[config.mk]
export PLATFORM = sky130hd
export DESIGN_NAME = indirect_access_ctrl
export DESIGN_NICKNAME = d
export VERILOG_FILES = /design/src/rtl/iac_pkg.sv /design/src/rtl/iac_host_regs.sv /design/src/rtl/iac_sequencer.sv /design/src/rtl/indirect_access_ctrl.sv
export SDC_FILE = /design/constraint.sdc
export NUM_CORES = 1
export LEC_CHECK = 0
export BUFFER_PORTS_ARGS = -buffer_cell sky130_fd_sc_hd__buf_2
export CORE_UTILIZATION = 44
export DETAILED_ROUTE_END_ITERATION = 16
export PLACE_DENSITY = 0.76
export SLEW_MARGIN = 20
export SYNTH_ARGS = -nofsm -noshare
export SYNTH_HDL_FRONTEND = slang
export SYNTH_HIERARCHICAL = 1
export SYNTH_SLANG_ARGS = --single-unit
[constraint.sdc]
create_clock -name clk -period 2.8 [get_ports clk]
set_input_delay 0.14 -clock clk [delete_from_list [all_inputs] [get_ports clk]]
set_output_delay 0.14 -clock clk [all_outputs]
set_load 0.1 [all_outputs]
[src/rtl/iac_pkg.sv]
package iac_pkg;
  localparam int HOST_AW = 8;
  localparam int WE_BIT  = 15;

  localparam logic [HOST_AW-1:0] OFF_STAGE = 8'h20;
  localparam logic [HOST_AW-1:0] OFF_CMD_A = 8'h28;
  localparam logic [HOST_AW-1:0] OFF_CMD_B = 8'h68;
  localparam logic [HOST_AW-1:0] OFF_READY = 8'h30;
  localparam logic [HOST_AW-1:0] OFF_ISTS  = 8'h34;
  localparam logic [HOST_AW-1:0] OFF_IEN   = 8'h38;
  localparam logic [HOST_AW-1:0] OFF_GEN   = 8'h3C;

  typedef enum logic [1:0] {
    ST_IDLE = 2'd0,
    ST_FAST = 2'd1,
    ST_MGMT = 2'd2
  } acc_state_e;
endpackage

[src/rtl/iac_host_regs.sv]
module iac_host_regs
  import iac_pkg::*;
#(
  parameter int DATA_W = 32,
  parameter int CODE_W = 10
) (
  input  logic                clk,
  input  logic                rst_n,
  input  logic                hst_wr,
  input  logic [HOST_AW-1:0]  hst_addr,
  input  logic [DATA_W-1:0]   hst_wdata,
  output logic [DATA_W-1:0]   hst_rdata,
  output logic                cmd_wr,
  input  logic                accept,
  input  logic                done_evt,
  input  logic                rd_cap,
  input  logic [DATA_W-1:0]   rd_data,
  input  logic [1:0]          ready,
  output logic [DATA_W-1:0]   stage_q,
  output logic                irq
);
  logic [DATA_W-1:0] stage_d;
  logic [CODE_W-1:0] code_q, code_d;
  logic              we_q, we_d;
  logic              sts_q, sts_d;
  logic              ien_q, ien_d;
  logic              gen_q, gen_d;
  logic              stage_en, cmd_en, sts_en, ien_en, gen_en;
  logic              sts_clr;

  assign cmd_wr  = hst_wr && (hst_addr == OFF_CMD_A || hst_addr == OFF_CMD_B);
  assign sts_clr = hst_wr && (hst_addr == OFF_ISTS) && hst_wdata[0];

  always_comb begin
    stage_en = 1'b0;
    stage_d  = stage_q;
    if (hst_wr && hst_addr == OFF_STAGE) begin
      stage_en = 1'b1;
      stage_d  = hst_wdata;
    end
    if (rd_cap) begin
      stage_en = 1'b1;
      stage_d  = rd_data;
    end
    cmd_en = accept;
    code_d = hst_wdata[CODE_W-1:0];
    we_d   = hst_wdata[WE_BIT];
    sts_en = sts_clr || done_evt;
    sts_d  = done_evt;
    ien_en = hst_wr && hst_addr == OFF_IEN;
    ien_d  = hst_wdata[0];
    gen_en = hst_wr && hst_addr == OFF_GEN;
    gen_d  = hst_wdata[0];
  end

  always_ff @(posedge clk or negedge rst_n) begin
    if (!rst_n) begin
      stage_q <= '0;
      code_q  <= '0;
      we_q    <= 1'b0;
      sts_q   <= 1'b0;
      ien_q   <= 1'b0;
      gen_q   <= 1'b0;
    end else begin
      if (stage_en) stage_q <= stage_d;
      if (cmd_en) begin
        code_q <= code_d;
        we_q   <= we_d;
      end
      if (sts_en) sts_q <= sts_d;
      if (ien_en) ien_q <= ien_d;
      if (gen_en) gen_q <= gen_d;
    end
  end

  assign irq = sts_q && ien_q && gen_q;

  always_comb begin
    hst_rdata = '0;
    case (hst_addr)
      OFF_STAGE:           hst_rdata = stage_q;
      OFF_CMD_A, OFF_CMD_B: begin
        hst_rdata[CODE_W-1:0] = code_q;
        hst_rdata[WE_BIT]     = we_q;
      end
      OFF_READY:           hst_rdata[1:0] = ready;
      OFF_ISTS:            hst_rdata[0]   = sts_q;
      OFF_IEN:             hst_rdata[0]   = ien_q;
      OFF_GEN:             hst_rdata[0]   = gen_q;
      default:             hst_rdata = '0;
    endcase
  end

  // a command write seen while the ready bits show activity leaves the command untouched
  a_r7_busy_drop: assert property (@(posedge clk) disable iff (!rst_n)
    (ready != 2'b11) && cmd_wr |=> $stable(code_q) && $stable(we_q));
  // a completion always leaves the status set, even under a clear
  a_r11_completion_wins: assert property (@(posedge clk) disable iff (!rst_n)
    done_evt |=> sts_q);
  // the status bit is sticky until cleared
  a_r10_sticky: assert property (@(posedge clk) disable iff (!rst_n)
    sts_q && !sts_clr |=> sts_q);
endmodule

[src/rtl/iac_sequencer.sv]
module iac_sequencer
  import iac_pkg::*;
#(
  parameter int DATA_W    = 32,
  parameter int CODE_W    = 10,
  parameter int SLOW_BASE = 'h200
) (
  input  logic              clk,
  input  logic              rst_n,
  input  logic              cmd_wr,
  input  logic [CODE_W-1:0] new_code,
  input  logic              new_we,
  input  logic [DATA_W-1:0] stage_q,
  output logic              accept,
  output logic              done_evt,
  output logic              rd_cap,
  output logic [DATA_W-1:0] rd_data,
  output logic [1:0]        ready,
  output logic              fast_req,
  output logic              fast_we,
  output logic [CODE_W-1:0] fast_addr,
  output logic [DATA_W-1:0] fast_wdata,
  input  logic [DATA_W-1:0] fast_rdata,
  output logic              mgmt_req,
  output logic              mgmt_we,
  output logic [CODE_W-1:0] mgmt_addr,
  output logic [DATA_W-1:0] mgmt_wdata,
  input  logic [DATA_W-1:0] mgmt_rdata,
  input  logic              mgmt_done
);
  localparam logic [CODE_W-1:0] SLOW_CODE = CODE_W'(SLOW_BASE);

  acc_state_e        state_q, state_d;
  logic [CODE_W-1:0] code_q;
  logic              we_q;
  logic [DATA_W-1:0] data_q;

  assign accept = cmd_wr && (state_q == ST_IDLE);

  always_comb begin
    state_d = state_q;
    case (state_q)
      ST_IDLE: if (accept) state_d = (new_code >= SLOW_CODE) ? ST_MGMT : ST_FAST;
      ST_FAST: state_d = ST_IDLE;
      ST_MGMT: if (mgmt_done) state_d = ST_IDLE;
      default: state_d = ST_IDLE;
    endcase
  end

  always_ff @(posedge clk or negedge rst_n) begin
    if (!rst_n) begin
      state_q <= ST_IDLE;
      code_q  <= '0;
      we_q    <= 1'b0;
      data_q  <= '0;
    end else begin
      state_q <= state_d;
      if (accept) begin
        code_q <= new_code;
        we_q   <= new_we;
        data_q <= stage_q;
      end
    end
  end

  assign fast_req   = (state_q == ST_FAST);
  assign fast_we    = we_q;
  assign fast_addr  = code_q;
  assign fast_wdata = data_q;
  assign mgmt_req   = (state_q == ST_MGMT);
  assign mgmt_we    = we_q;
  assign mgmt_addr  = code_q;
  assign mgmt_wdata = data_q;

  assign done_evt = fast_req || (mgmt_req && mgmt_done);
  assign rd_cap   = done_evt && !we_q;
  assign rd_data  = fast_req ? fast_rdata : mgmt_rdata;
  assign ready    = {!mgmt_req, !fast_req};

  // a fast access lasts exactly one cycle
  a_r3_fast_single: assert property (@(posedge clk) disable iff (!rst_n)
    fast_req |=> !fast_req);
  // the management request holds until done
  a_r5_mgmt_hold: assert property (@(posedge clk) disable iff (!rst_n)
    mgmt_req && !mgmt_done |=> mgmt_req);
  // target-side command fields stay fixed during a management access
  a_r8_latch_stable: assert property (@(posedge clk) disable iff (!rst_n)
    mgmt_req && !mgmt_done |=> $stable(mgmt_wdata) && $stable(mgmt_addr) && $stable(mgmt_we));
  // at most one ready bit is low
  a_r6_one_type: assert property (@(posedge clk) disable iff (!rst_n)
    $countones(~ready) <= 1);
endmodule

[src/rtl/indirect_access_ctrl.sv]
module indirect_access_ctrl
  import iac_pkg::*;
#(
  parameter int DATA_W    = 32,
  parameter int CODE_W    = 10,
  parameter int SLOW_BASE = 'h200
) (
  input  logic              clk,
  input  logic              rst_n,
  input  logic              hst_wr,
  input  logic [7:0]        hst_addr,
  input  logic [DATA_W-1:0] hst_wdata,
  output logic [DATA_W-1:0] hst_rdata,
  output logic              irq,
  output logic              fast_req,
  output logic              fast_we,
  output logic [CODE_W-1:0] fast_addr,
  output logic [DATA_W-1:0] fast_wdata,
  input  logic [DATA_W-1:0] fast_rdata,
  output logic              mgmt_req,
  output logic              mgmt_we,
  output logic [CODE_W-1:0] mgmt_addr,
  output logic [DATA_W-1:0] mgmt_wdata,
  input  logic [DATA_W-1:0] mgmt_rdata,
  input  logic              mgmt_done
);
  logic [1:0]        rst_pipe;
  logic              rst_sn;
  logic              cmd_wr, accept, done_evt, rd_cap;
  logic [DATA_W-1:0] rd_data, stage_q;
  logic [1:0]        ready;

  always_ff @(posedge clk or negedge rst_n) begin
    if (!rst_n) rst_pipe <= 2'b00;
    else        rst_pipe <= {rst_pipe[0], 1'b1};
  end
  assign rst_sn = rst_pipe[1];

  iac_host_regs #(.DATA_W(DATA_W), .CODE_W(CODE_W)) regs_i (
    .clk(clk), .rst_n(rst_sn),
    .hst_wr(hst_wr), .hst_addr(hst_addr), .hst_wdata(hst_wdata), .hst_rdata(hst_rdata),
    .cmd_wr(cmd_wr), .accept(accept), .done_evt(done_evt),
    .rd_cap(rd_cap), .rd_data(rd_data), .ready(ready),
    .stage_q(stage_q), .irq(irq)
  );

  iac_sequencer #(.DATA_W(DATA_W), .CODE_W(CODE_W), .SLOW_BASE(SLOW_BASE)) seq_i (
    .clk(clk), .rst_n(rst_sn),
    .cmd_wr(cmd_wr), .new_code(hst_wdata[CODE_W-1:0]), .new_we(hst_wdata[WE_BIT]),
    .stage_q(stage_q), .accept(accept), .done_evt(done_evt),
    .rd_cap(rd_cap), .rd_data(rd_data), .ready(ready),
    .fast_req(fast_req), .fast_we(fast_we), .fast_addr(fast_addr),
    .fast_wdata(fast_wdata), .fast_rdata(fast_rdata),
    .mgmt_req(mgmt_req), .mgmt_we(mgmt_we), .mgmt_addr(mgmt_addr),
    .mgmt_wdata(mgmt_wdata), .mgmt_rdata(mgmt_rdata), .mgmt_done(mgmt_done)
  );

  // the interrupt never asserts without a recorded completion behind it
  a_r10_irq_needs_event: assert property (@(posedge clk) disable iff (!rst_sn)
    $rose(irq) |-> $past(done_evt) || $past(hst_wr));
endmodule

==> results.md <==
* Minimum clock period at 2.16 ns
* Die Height at 111 microns
* Overflow after GRT at 0
* Cell Chain, Critical Path: buf_2 -> or4b_1 -> nor3b_2 -> buf_4 -> nand2_1 -> o31ai_2 -> buf_2
* Post-synthesis to final-layout area growth at 33.0%
* Mapped Avg Cell Area at ~12 sq um
* TritonCTS clock tree: built
* TNS Setup at 0 ns
* Vias in the first global route at 4044
* R2r endpoint: regs_i/stage_q[16]$_DFFE_PN0P_
* Final-report hold violation count at 0
* PostCTS Resize Cnt at 0
* Post-synth top area cell: dfrtp_1
* Final instance area at 0.00694 sq mm
* Ant diodes at 0
* Crit share post-route at 77.0%
* Grt peak-use layer: met2
* Synth Area in Adders at 0%
* Max frequency at 464 MHz
* Compound-gate portion of the synthesized area at under 10%
* Commonest non-fill, non-tap cell in the layout: buf_2
* CP max stage delay at 0.67 ns
* Most frequent cells in the layout: buf_2 (197), dfrtp_1 (92), mux2_2 (45)
* Critical path class: primary input to primary output
* Largest family of logic cells by synthesized area: multiplexers
* Initial antenna violation count at 0
* Drt drc at 0
* Seq cells post-synth at 93
* Synth top area share at 44.6%
* Hold EP: seq_i/state_q[0]$_DFFE_PN0P_
* Min-delay worst type: primary input to flip-flop
* Mux contribution to synthesized area at a little under a quarter
* Internal Power at around 2.6 mW
* Htree depth at 3
* Grt met2 use at ~37%
* GR Layer Usage met3 at 3.88%
* Worst rel slew slack at 61.0%
* Synth cell types at 37
* End-of-flow core utilization at 60.5%
* Port bufs at approximately 230
* Synth top area cells: dfrtp_1 (45%), mux2_4 (13%), mux2_2 (9.7%), buf_4 (6.2%), nor2b_1 (4.1%)
* Setup WS pre-CTS at 0.385 ns
* Nets at 736
* Cell family with most CP delay: simple AND/OR/NAND/NOR gates
* Logic gate share of total power at 31.4%
* Vias post-DR at 3969
* Net Count, Synth at 561
* GRT met1 Usage at between 20% and 30%
* Worst setup skew after layout at 0.00539 ns
* Fillers at a little over 900
* Core Footprint at roughly 0.011 sq mm
* First-pass GRT wire length at 20700 microns
* Hold_buf cts at 1
* Status: finished clean
* Sw frac at 39.0%
* GRT Total Usage at a little over a fifth
* Worst-skew pair later-pin latency at 0.33 ns
* Fraction of layout cells with a size suffix above 1 at approximately 55%
* Total CTS buffers at 9
* Hold Path Stages at 2
* Avg WL per Cell at approximately 17 microns
* Leakage at around 3.5 nW
* Drt first pass iters at 4
* Clock root cell: clkbuf_16
* Core Rows at 39
* R2R depth at 5
* Slew @ Worst Pin at 0.584 ns
* Placed cell area at 0.00657 sq mm
* Final ANT Viol Nets at 0
* Post-Synthesis Cells at 453
* CTS sink cnt at between 90 and 100
* Simple-Gate Fraction of Synth Area at 12.1%
* Mapped Area at ~0.0052 sq mm
* Startpoint types: primary input
* Hold Startpoint: hst_wdata[9]
* Routed Wire Length at 13000 microns
* Synth Warn # at 6
* Worst Path Required at 2.66 ns
* Reg2reg setup slack at 0.86 ns
* Max Slew Vio Count at 0
* Max Cap Viol at 0
* Post-synth EDFFs at 0
* Vias per cell at around 5.1
* PD cells at 625 mW/mm^2
* Bufs and invs on worst path at 3
* Register area share after synthesis at 44.6%
* DP HPWL at 9140 microns
* Die ar. at 0.0123 sq mm
* Critical Path End Type: primary output
* GP Congestion at 0.811
* Setup bufs post-CTS at 0
* Largest net degree at the start of global routing at 80
* Worst-path maximum fanout at 11
* Clock-pin slew on the worst setup and hold paths at around 0.060 ns
* Switching power at 1.69 mW
* Starting Density at 45.5%
* Unrepaired setup endpoints after global routing: false
* Peak VDD IR at 0.457 mV
* 1st-iter DRT viols at 149
* # IOs at 229
* Cell mode on critical path: buf_2
* Setup violators final at 0
* Sequential share of power at 38.5%
* Worst flop-to-flop path startpoint: seq_i/state_q[0]$_DFFE_PN0P_
* Part of the power in the clock network at 30.0%
* Slowest CP cell: or4b_1
* Final Worst Setup Slack at 0.643 ns
* Worst Path Arrival at 2.02 ns
* Synth async-reset ratio at 100%
* Die X at 111 microns
* CTS Buffer Depth at 2
* Xor/xnor share of the synthesized area at 0%
* Top_reg_cell synth: dfrtp_1
-- layout make-up --
| class | count | area, sq um | area share, % |
|---|---|---|---|
| Sequential cell | 93 | 2330 | 33.6 |
| Inverter | 3 | 13.8 | 0.198 |
| Clock inverter | 4 | 70.1 | 1.01 |
| Clock buffer | 12 | 256 | 3.70 |
| Tap cell | 143 | 179 | 2.58 |
| Timing Repair Buffer | 239 | 1760 | 25.4 |
| Multi-Input combinational cell | 282 | 2320 | 33.5 |
-- cells by family after synthesis --
family | count (synthesis)
multiplexers | 90
AO/OA/AOI/OAI | 80
other | 1
flip-flops | 93
AND/OR/NAND/NOR | 111
buffers and inverters | 78
-- cells in the mapped netlist, types with 2 or more instances --
cell type,count
dfrtp_1,93
mux2_2,45
mux2_4,44
buf_4,43
nand2_1,38
a21oi_1,35
nor2b_1,34
a31oi_1,32
and2_1,22
clkbuf_1,14
a22o_1,10
buf_6,8
buf_2,5
buf_12,4
inv_1,2
nand3b_1,2
nor3_1,2
-- sequential cells by signal, indices dropped and copies added, names as in the netlist --
signal	count
regs_i/sts_q	1
regs_i/we_q	1
seq_i/state_q	2
regs_i/ien_q	1
seq_i/fast_wdata	32
seq_i/fast_we	1
seq_i/fast_addr	10
rst_pipe	2
regs_i/code_q	10
regs_i/stage_q	32
regs_i/gen_q	1
-- layer usage --
layer	up-vias	routed length, microns	share of wire (%)
met5	-	0	0
met4	0	127	0.98
met3	12	603	4.7
met2	142	6670	51
met1	1934	5560	43
li1	1881	-	-
-- worst max-delay path by stage --
stage                                           endpoint  depth (start not counted)                   from  slack [ns]
final                                       hst_rdata[0]                          7            hst_addr[1]        0.64
after global routing                        hst_rdata[0]                          7            hst_addr[1]        0.55
after CTS                                   hst_rdata[0]                          7            hst_addr[1]        0.65
after detailed placement  seq_i/fast_addr[8]$_DFFE_PN0P_                          7            hst_addr[1]        0.38
after global placement           regs_i/we_q$_DFFE_PN0P_                          7            hst_addr[1]        0.47
after floorplan             regs_i/code_q[0]$_DFFE_PN0P_                          0  rst_pipe[1]$_DFF_PN0_        0.02
-- stage by stage --
| stage | total power [mW] | hold slack [ns] | cells |
|---|---|---|---|
| after detailed placement | 3.05 | -0.0686 | 758 |
| after CTS | 4.37 | 0.0308 | 775 |
| final | 4.33 | 0.0470 | 776 |
| after global placement | 3.02 | -0.0733 | 758 |
| after floorplan | 2.84 | -0.156 | 453 |
| after global routing | 4.49 | 0.0546 | 776 |
-- power groups by stage --
stage	clock, mW	combinational, mW	sequential [mW]
global route	1.39	1.41	1.69
global placement	0	1.33	1.69
finish	1.30	1.36	1.67
detailed placement	0	1.35	1.70
floorplan	0	0.761	2.08
CTS	1.34	1.35	1.68
No activity file was read; power rests on OpenSTA's default activity.
